$ cat config.mk
export PLATFORM = sky130hd
export DESIGN_NAME = sect_buf_ctrl
export DESIGN_NICKNAME = d
export VERILOG_FILES = /design/src/rtl/sbc_pkg.sv /design/src/rtl/sbc_wr_gen.sv /design/src/rtl/sbc_rd_gen.sv /design/src/rtl/sbc_swap_ctrl.sv /design/src/rtl/sect_buf_ctrl.sv
export SDC_FILE = /design/constraint.sdc
export NUM_CORES = 1
export LEC_CHECK = 0
export ABC_AREA = 1
export BUFFER_PORTS_ARGS = -buffer_cell sky130_fd_sc_hd__buf_4
export CAP_MARGIN = 30
export CELL_PAD_IN_SITES_DETAIL_PLACEMENT = 0
export CELL_PAD_IN_SITES_GLOBAL_PLACEMENT = 1
export CORE_MARGIN = 2
export CORE_UTILIZATION = 37
export DETAILED_ROUTE_END_ITERATION = 10
export PLACE_DENSITY_LB_ADDON = 0.25
export SLEW_MARGIN = 10
export SYNTH_ARGS = -nofsm -noshare
export SYNTH_HDL_FRONTEND = slang
export SYNTH_HIERARCHICAL = 1
export SYNTH_SLANG_ARGS = --single-unit
$ cat constraint.sdc
create_clock -name clk -period 1.32 [get_ports clk]
set_input_delay 0.132 -clock clk [delete_from_list [all_inputs] [get_ports clk]]
set_output_delay 0.132 -clock clk [all_outputs]
set_load 0.01 [all_outputs]
$ cat src/rtl/sbc_pkg.sv
// Shared types for the sector buffer controller.
// Assumes: nothing beyond the parameters given to each module.
package sbc_pkg;

    // Write-side sequencer states
    typedef enum logic [0:0] {
        WR_IDLE  = 1'b0,
        WR_BURST = 1'b1
    } wr_state_t;

endpackage

$ cat src/rtl/sbc_wr_gen.sv
// Write address generator. One start pulse gives one burst of N_SECT write
// cycles, channels in ascending order, all at a single ring offset. The
// offset advances once per burst and wraps at the sector depth.
// Assumes: start is only raised while busy is low.
module sbc_wr_gen
    import sbc_pkg::*;
#(
    parameter int OFF_W  = 13,
    parameter int SECT_W = 3
) (
    input  logic              clk,
    input  logic              rst_n,
    input  logic              start,
    output logic              busy,
    output logic [SECT_W-1:0] ch,
    output logic [OFF_W-1:0]  off,
    output logic [OFF_W-1:0]  last_off
);
    localparam logic [SECT_W-1:0] LAST_CH = '1;

    wr_state_t state;

    assign busy = (state == WR_BURST);

    // Step through channels and advance the ring offset at the end of a burst
    always_ff @(posedge clk) begin
        if (!rst_n) begin
            state    <= WR_IDLE;
            ch       <= '0;
            off      <= '0;
            last_off <= '1;
        end else begin
            case (state)
                WR_IDLE: begin
                    if (start) begin
                        state <= WR_BURST;
                        ch    <= '0;
                    end
                end
                default: begin
                    if (ch == LAST_CH) begin
                        state    <= WR_IDLE;
                        last_off <= off;
                        off      <= off + 1'b1;
                    end else begin
                        ch <= ch + 1'b1;
                    end
                end
            endcase
        end
    end

endmodule

$ cat src/rtl/sbc_rd_gen.sv
// Read address generator. On start it walks one bank sector by sector. Each
// sector covers a full ring of 2**OFF_W words starting at start_off, one word
// per step.
// Assumes: start is only raised while active is low.
module sbc_rd_gen #(
    parameter int OFF_W  = 13,
    parameter int SECT_W = 3
) (
    input  logic              clk,
    input  logic              rst_n,
    input  logic              start,
    input  logic [OFF_W-1:0]  start_off,
    input  logic              bank_in,
    input  logic              step,
    output logic              active,
    output logic              done,
    output logic              bank,
    output logic [SECT_W-1:0] sect,
    output logic [OFF_W-1:0]  off
);
    localparam logic [SECT_W-1:0] LAST_SECT = '1;
    localparam logic [OFF_W-1:0]  LAST_WORD = '1;

    logic [OFF_W-1:0] cnt;
    logic             sect_end;

    // Detect the last word of a sector and of the whole bank
    always_comb begin
        sect_end = active && step && (cnt == LAST_WORD);
        done     = sect_end && (sect == LAST_SECT);
    end

    // Load on start, then advance one word per accepted step
    always_ff @(posedge clk) begin
        if (!rst_n) begin
            active <= 1'b0;
            bank   <= 1'b1;
            sect   <= '0;
            off    <= '0;
            cnt    <= '0;
        end else if (start) begin
            active <= 1'b1;
            bank   <= bank_in;
            sect   <= '0;
            off    <= start_off;
            cnt    <= '0;
        end else if (active && step) begin
            off <= off + 1'b1;
            cnt <= cnt + 1'b1;
            if (sect_end) begin
                if (sect == LAST_SECT) begin
                    active <= 1'b0;
                end else begin
                    sect <= sect + 1'b1;
                end
            end
        end
    end

endmodule

$ cat src/rtl/sbc_swap_ctrl.sv
// Bank handover control. A trigger is accepted only when no readout is
// running and no handover is waiting. It is then held until the next burst
// start, where the write bank flips. Rejected triggers set a full flag that
// clears when the readout completes.
// Assumes: burst_start is one clock wide.
module sbc_swap_ctrl (
    input  logic clk,
    input  logic rst_n,
    input  logic trig,
    input  logic burst_start,
    input  logic rd_active,
    input  logic rd_done,
    output logic swap,
    output logic wr_bank,
    output logic full
);
    logic pend;
    logic rd_busy;
    logic accept;
    logic reject;

    // Decide accept, reject and swap this cycle
    always_comb begin
        rd_busy = rd_active && !rd_done;
        accept  = trig && !pend && !rd_busy;
        reject  = trig && !accept;
        swap    = burst_start && pend;
    end

    // Hold a pending handover, flip the bank, track the full flag
    always_ff @(posedge clk) begin
        if (!rst_n) begin
            pend    <= 1'b0;
            wr_bank <= 1'b0;
            full    <= 1'b0;
        end else begin
            if (swap) begin
                pend    <= 1'b0;
                wr_bank <= ~wr_bank;
            end else if (accept) begin
                pend <= 1'b1;
            end
            if (reject) begin
                full <= 1'b1;
            end else if (rd_done) begin
                full <= 1'b0;
            end
        end
    end

endmodule

$ cat src/rtl/sect_buf_ctrl.sv
// Dual-bank sector buffer controller top. One bank takes interleaved channel
// writes into per-channel rings while the other bank is read out sector by
// sector, starting just after the offset latched at the handover.
// Assumes: sample_tick is spaced at least N_SECT+1 clocks apart.
module sect_buf_ctrl #(
    parameter int OFF_W  = 13,
    parameter int SECT_W = 3,
    localparam int ADDR_W = 1 + SECT_W + OFF_W
) (
    input  logic              clk,
    input  logic              rst_n,
    input  logic              sample_tick,
    input  logic              trig_in,
    input  logic              rd_req,
    output logic              wr_en,
    output logic [ADDR_W-1:0] wr_addr,
    output logic              rd_active,
    output logic [ADDR_W-1:0] rd_addr,
    output logic              buf_full
);
    logic              burst_busy;
    logic              burst_start;
    logic [SECT_W-1:0] wr_ch;
    logic [OFF_W-1:0]  wr_off;
    logic [OFF_W-1:0]  wr_last;
    logic              wr_bank;
    logic              swap;
    logic              rd_done;
    logic              rd_bank;
    logic [SECT_W-1:0] rd_sect;
    logic [OFF_W-1:0]  rd_off;

    // A tick only starts a burst when the previous one has ended
    assign burst_start = sample_tick && !burst_busy;

    sbc_wr_gen #(.OFF_W(OFF_W), .SECT_W(SECT_W)) u_wr (
        .clk      (clk),
        .rst_n    (rst_n),
        .start    (burst_start),
        .busy     (burst_busy),
        .ch       (wr_ch),
        .off      (wr_off),
        .last_off (wr_last)
    );

    sbc_swap_ctrl u_swap (
        .clk         (clk),
        .rst_n       (rst_n),
        .trig        (trig_in),
        .burst_start (burst_start),
        .rd_active   (rd_active),
        .rd_done     (rd_done),
        .swap        (swap),
        .wr_bank     (wr_bank),
        .full        (buf_full)
    );

    sbc_rd_gen #(.OFF_W(OFF_W), .SECT_W(SECT_W)) u_rd (
        .clk       (clk),
        .rst_n     (rst_n),
        .start     (swap),
        .start_off (wr_last + 1'b1),
        .bank_in   (wr_bank),
        .step      (rd_req),
        .active    (rd_active),
        .done      (rd_done),
        .bank      (rd_bank),
        .sect      (rd_sect),
        .off       (rd_off)
    );

    // Assemble SRAM addresses from bank, sector and offset
    always_comb begin
        wr_en   = burst_busy;
        wr_addr = {wr_bank, wr_ch, wr_off};
        rd_addr = {rd_bank, rd_sect, rd_off};
    end

endmodule

-- Word level (Yosys, flattened, before mapping)
Index checks and enable logic that the tools add are counted.
- bits in registers: 64
- logic and storage cells: 63
- bits of input ports: 5
- multiplexer cells: 14
- equality and inequality tests: 4
- bitwise logic cells: 3
- add/sub/neg operators: 6
- reductions and logical operators: 24
- operator list (operator ; number):
    $add A13 B1 Y13 const B ; 4
    $mux W13 ; 2
    $eq A13 B13 Y1 const B ; 1
    $reduce_bool A2 Y1 ; 5
    $logic_and A1 B1 Y1 ; 9
    $mux W1 ; 9
    $mux W3 ; 3
    $add A3 B1 Y3 const B ; 2
    $eq A3 B3 Y1 const B ; 2
    $reduce_and A3 Y1 ; 2
    $logic_not A1 Y1 ; 5
    $reduce_and A2 Y1 ; 2
    $not A1 Y1 ; 3
    $ne A2 B2 Y1 const B ; 1
    $reduce_or A2 Y1 ; 1

-- Depth between registers and ports, before layout
- word-level depth: 10
- gate-level depth with buffers: 12
- gate-level depth less buffers: 12

-- Modules after synthesis
Netlist, hierarchy kept.
- by module, submodules not included (module ; instances ; cells each ; area each (µm²) ; sequential area each (µm²)):
    sbc_rd_gen ; 1 ; 255 ; 1711.6 ; 620.6
    sbc_wr_gen ; 1 ; 171 ; 1262.5 ; 600.6
    sect_buf_ctrl ; 1 ; 61 ; 317.8 ; 0.0
    sbc_swap_ctrl ; 1 ; 19 ; 130.1 ; 60.1

-- Worst setup path before layout
OpenSTA, ideal clock, no wires.
- path kind: register to register
- start point: reg u_rd.cnt[1]
- end point: reg u_swap.full
- period minus slack after synthesis: 1.449 ns
- required time: 1.204 ns
- path buffers: 0
- cell stages (with the launch flop): 13
- slack: -0.129 ns
- data arrival time: 1.333 ns
- cells stage by stage: dfxtp_1 -> ha_1 -> inv_1 -> nor2_2 -> nand3_2 -> nor2_2 -> nand3_1 -> inv_1 -> inv_1 -> nand2_1 -> nand2_1 -> nand2_1 -> a21oi_1
- cells in the longest elaborated chain, start to end: 10
- elaborated cells between the ends (all ways): 11
- classes of those cells: eq/ne (1); mux (1); reduce/logical (9)
- RTL lines (what ; line ; RTL):
    from (decl) ; sbc_rd_gen.sv:24 ; logic [OFF_W-1:0] cnt;
    from (signal assigned) ; sbc_rd_gen.sv:49 ; cnt <= cnt + 1'b1;
    $eq A13 B13 Y1 (*) ; sbc_rd_gen.sv:29 ; sect_end = active && step && (cnt == LAST_WORD);
    $logic_and A1 B1 Y1 (*) ; sbc_rd_gen.sv:29 ;
    $logic_and A1 B1 Y1 (*) ; sbc_rd_gen.sv:30 ; done = sect_end && (sect == LAST_SECT);
    named net rd_done ; sect_buf_ctrl.sv:28 ; logic rd_done;
    $logic_not A1 Y1 ; sbc_swap_ctrl.sv:24 ; rd_busy = rd_active && !rd_done;
    $logic_and A1 B1 Y1 ; sbc_swap_ctrl.sv:24 ;
    $logic_not A1 Y1 ; sbc_swap_ctrl.sv:25 ; accept = trig && !pend && !rd_busy;
    $logic_and A1 B1 Y1 ; sbc_swap_ctrl.sv:25 ;
    $logic_not A1 Y1 ; sbc_swap_ctrl.sv:26 ; reject = trig && !accept;
    $logic_and A1 B1 Y1 ; sbc_swap_ctrl.sv:26 ;
    $mux W1 / $reduce_bool A2 Y1 (equally long branches) ; - ;
    to (signal assigned) ; sbc_swap_ctrl.sv:35 ; full <= 1'b0;
    to (signal assigned) ; sbc_swap_ctrl.sv:44 ; full <= 1'b1;
    to (signal assigned) ; sbc_swap_ctrl.sv:46 ; full <= 1'b0;
    to (decl) ; sbc_swap_ctrl.sv:15 ; output logic full
Mark *: on every way through the listed nets, which the timed path passes. The rest lies on a longest branch.
A chain may end at the register's enable or synchronous reset.

-- Final worst setup path
- start point: reg u_rd.cnt[0]
- end point: reg u_swap.full
Same word-level chain as after synthesis.

==> flow_summary.json <==
{
  "setup_viol": 7,
  "wirelength_um": 8620,
  "cts-root-to-sink-buffers": 2,
  "chipHeight_um": 100,
  "net_count_after_synthesis": 519,
  "grt_pass1_vias": 3286,
  "synth.avg_cell_area_um2": 6.76,
  "worstMarginPinSlew_ns": 0.254,
  "drt_iter0_drc": 86,
  "power.ir.vdd_worst_mv": 0.500,
  "core_region_area_mm2": 0.00911,
  "num-nets-final": 620,
  "power_per_cell_area_mw_per_mm2": 904,
  "critical_path.endpoint": "u_swap/full$_SDFFE_PN0P_",
  "fp-row-count": 35,
  "failed_checks": "setup timing",
  "critPathLaunchType": "register",
  "unrepaired_setup_endpoints_after_global_routing": "true",
  "yosysSeqAreaShare": 0.374,
  "ioPinCount": 42,
  "mostFrequentLayoutCells": "nand2_1, buf_4, inv_1, dfxtp_1, nor2_1",
  "timing.slew.headroom": 0.829,
  "cp_max_fo": 2,
  "die_w_um": 100,
  "critPathCaptureType": "register",
  "fmax_mhz": 701,
  "vias_per_cell": 4.81,
  "ys_types": 31,
  "antenna_violating_nets_post_route": 0,
  "ctsRootBufferMaster": "clkbuf_8",
  "regToRegStartpoint": "u_rd/cnt[0]$_SDFFE_PP0P_",
  "port_buffers": 41,
  "dp_hpwl_um": 6330,
  "run_status": "finished, violations left",
  "start_util": 0.376,
  "cts-htree-levels": 3,
  "worst-r2r-cell-count": 12,
  "drt-wirelength-per-cell_um": 11.9,
  "required_ns": 1.56,
  "class_of_the_worst_hold_path": "in -> reg",
  "antenna_cells": 0,
  "p_r_area_growth_vs_syn_pct": 41.5,
  "timing.final.crit_period_ns": 1.43,
  "timing.reg2reg.setup_slack_ns": -0.11,
  "power_leakage_nw": 2.31,
  "ratio_of_cells_with_drive_above_1_in_the_final_layout": 0.345,
  "cts_hold_buf": 0,
  "critical_path.startpoint": "u_rd/cnt[0]$_SDFFE_PP0P_",
  "layout.cells.non_filler": 723,
  "cts.sinks": 64,
  "cts-buffers-inserted": 9,
  "groute.usage.overall": 0.180,
  "final_hold_viol_count": 0,
  "grt.overflow.total": 0,
  "dieArea_mm2": 0.0100,
  "synth_cells": 506,
  "global_route_wire_length_before_repair_um": 14500,
  "timing.setup.critical_path_class": "reg -> reg",
  "finalCritPeriodShare": 1.08,
  "clock_edge_transition_at_the_registers_on_the_reported_setup_and_hold_paths_ns": 0.08,
  "clk_latency_ns": 0.34,
  "tritoncts_clock_tree": "done",
  "syn_area_mm2": 0.00342,
  "timing.clock.skew_ns": 0.00926,
  "postLayoutSetupSlackWorst_ns": -0.107,
  "critPathArrivalTime_ns": 1.66,
  "yosys_warnings": 6,
  "p_total_w": 0.00438,
  "timing_max_transition_violations_final": 0,
  "antenna_violations_before_repair": 0,
  "final_common_cell": "nand2_1",
  "placed_cells_incl_taps": 699,
  "synth.ff_latch_count": 64,
  "grt_max_degree": 23,
  "drcViolationCount": 0,
  "dr_total_vias": 3475,
  "reg2reg_to": "u_swap/full$_SDFFE_PN0P_",
  "nFillCells": 901,
  "drv.max_cap_violation_count": 0,
  "drt_pass1_iterations": 4,
  "globalplace.congestion": 0.868
}
logic make-up after synthesis:
group	Yosys count	share of synthesized area
AND/OR/NAND/NOR	276	0.365
buffers and inverters	78	0.0936
AO/OA/AOI/OAI	69	0.110
flip-flops	64	0.374
XOR/XNOR	11	0.0282
adder cells (fa/ha/maj)	8	0.0293
flip-flops by register name, summed over array words and instances, names as in the netlist:
signal	cells
u_swap/pend	1
u_rd/sect	3
u_wr/off	13
u_rd/off	13
u_wr/ch	3
u_swap/wr_bank	1
u_rd/active	1
u_rd/bank	1
u_wr/last_off	13
u_swap/full	1
u_rd/cnt	13
u_wr/busy	1
what timing repair did:
| action | CTS | global route |
|---|---|---|
| gates resized for setup | 14 | 84 |
| endpoints found under the setup margin | 20 | 36 |
| pin swaps | 8 | 30 |
| setup buffers | 3 | 5 |
where the power goes:
| group | internal (W) | total, W | switching, W |
|---|---|---|---|
| clock network | 0.00126 | 0.00209 | 0.000830 |
| logic | 0.000128 | 0.000303 | 0.000175 |
| registers | 0.00196 | 0.00199 | 0.0000297 |
layout make-up:
cell class / instances / area (um^2) / share of cell area
flip-flops and latches: 64 / 1310 / 0.271
clock inverters: 7 / 120 / 0.0248
inverters: 68 / 260 / 0.0537
repair buffers: 100 / 773 / 0.160
well taps: 111 / 139 / 0.0287
multi-input cells: 364 / 2110 / 0.437
clock buffers: 9 / 124 / 0.0256
metal layers:
layer | share of wire | routed length [um] | track usage
met4 | 0.0094 | 81 | 0.0780
met2 | 0.47 | 4090 | 0.289
met5 | 0 | 0 | 0
met3 | 0.032 | 275 | 0.0327
met1 | 0.48 | 4170 | 0.237
worst min path at each step:
stage / start / slack (ns) / cells past startpoint / endpoint
finish: rst_n / 0.06 / 2 / u_rd/bank$_SDFFE_PN1P_
CTS: trig_in / 0.04 / 3 / u_swap/pend$_SDFFE_PP0P_
floorplan: rst_n / 0.22 / 1 / u_rd/bank$_SDFFE_PN1P_
global route: rst_n / 0.05 / 2 / u_rd/bank$_SDFFE_PN1P_
global placement: trig_in / 0.40 / 3 / u_swap/pend$_SDFFE_PP0P_
detailed placement: trig_in / 0.39 / 3 / u_swap/pend$_SDFFE_PP0P_
synthesized netlist by cell type:
master	count	area, um^2
or2_0	1	6.26
o21ai_1	3	15.0
o21ai_0	19	95.1
dfxtp_1	64	1280
nor2_2	12	75.1
nor3_4	2	32.5
inv_1	66	248
buf_2	4	20.0
inv_2	2	7.51
nand4_1	12	75.1
nand3b_1	1	7.51
a211o_1	1	8.76
ha_1	8	100
o21a_1	1	7.51
clkbuf_1	2	7.51
nor3_2	1	10.0
a21oi_1	34	170
xor2_1	10	87.6
o211ai_1	7	52.6
nand3_2	3	30.0
nand2_1	140	526
a31oi_1	3	18.8
nand2_2	5	31.3
buf_4	2	15.0
nor2_4	4	45.0
buf_6	2	22.5
xnor2_1	1	8.76
a311oi_1	1	8.76
nand3_1	36	180
nor2_1	53	199
nor3_1	6	30.0
stage by stage:
step	area [um^2]	util	hold slack (ns)	TNS, ns	setup WS, ns
after floorplan	3460	-	0.216	-0.0603	-0.0603
after global placement	4230	0.464	0.400	-0.222	-0.0559
after detailed placement	4230	0.464	0.393	-0.565	-0.108
after CTS	4550	0.499	0.0364	-0.0951	-0.0626
after global routing	4840	0.532	0.0545	-1.95	-0.175
final	4840	0.532	0.0568	-0.284	-0.107
worst max-delay path, cell delays in order (launching register included):
cell and delay [ns]:
dfxtp_2 0.35, ha_4 0.13, inv_2 0.04, nor2_4 0.09
nand3_2 0.12, nor2_4 0.14, nand3_2 0.10, inv_2 0.06
inv_2 0.03, nand2_2 0.06, nand2_1 0.06, nand2_1 0.07
a21oi_2 0.05
Note: power is estimated with default switching activity, not from simulation.
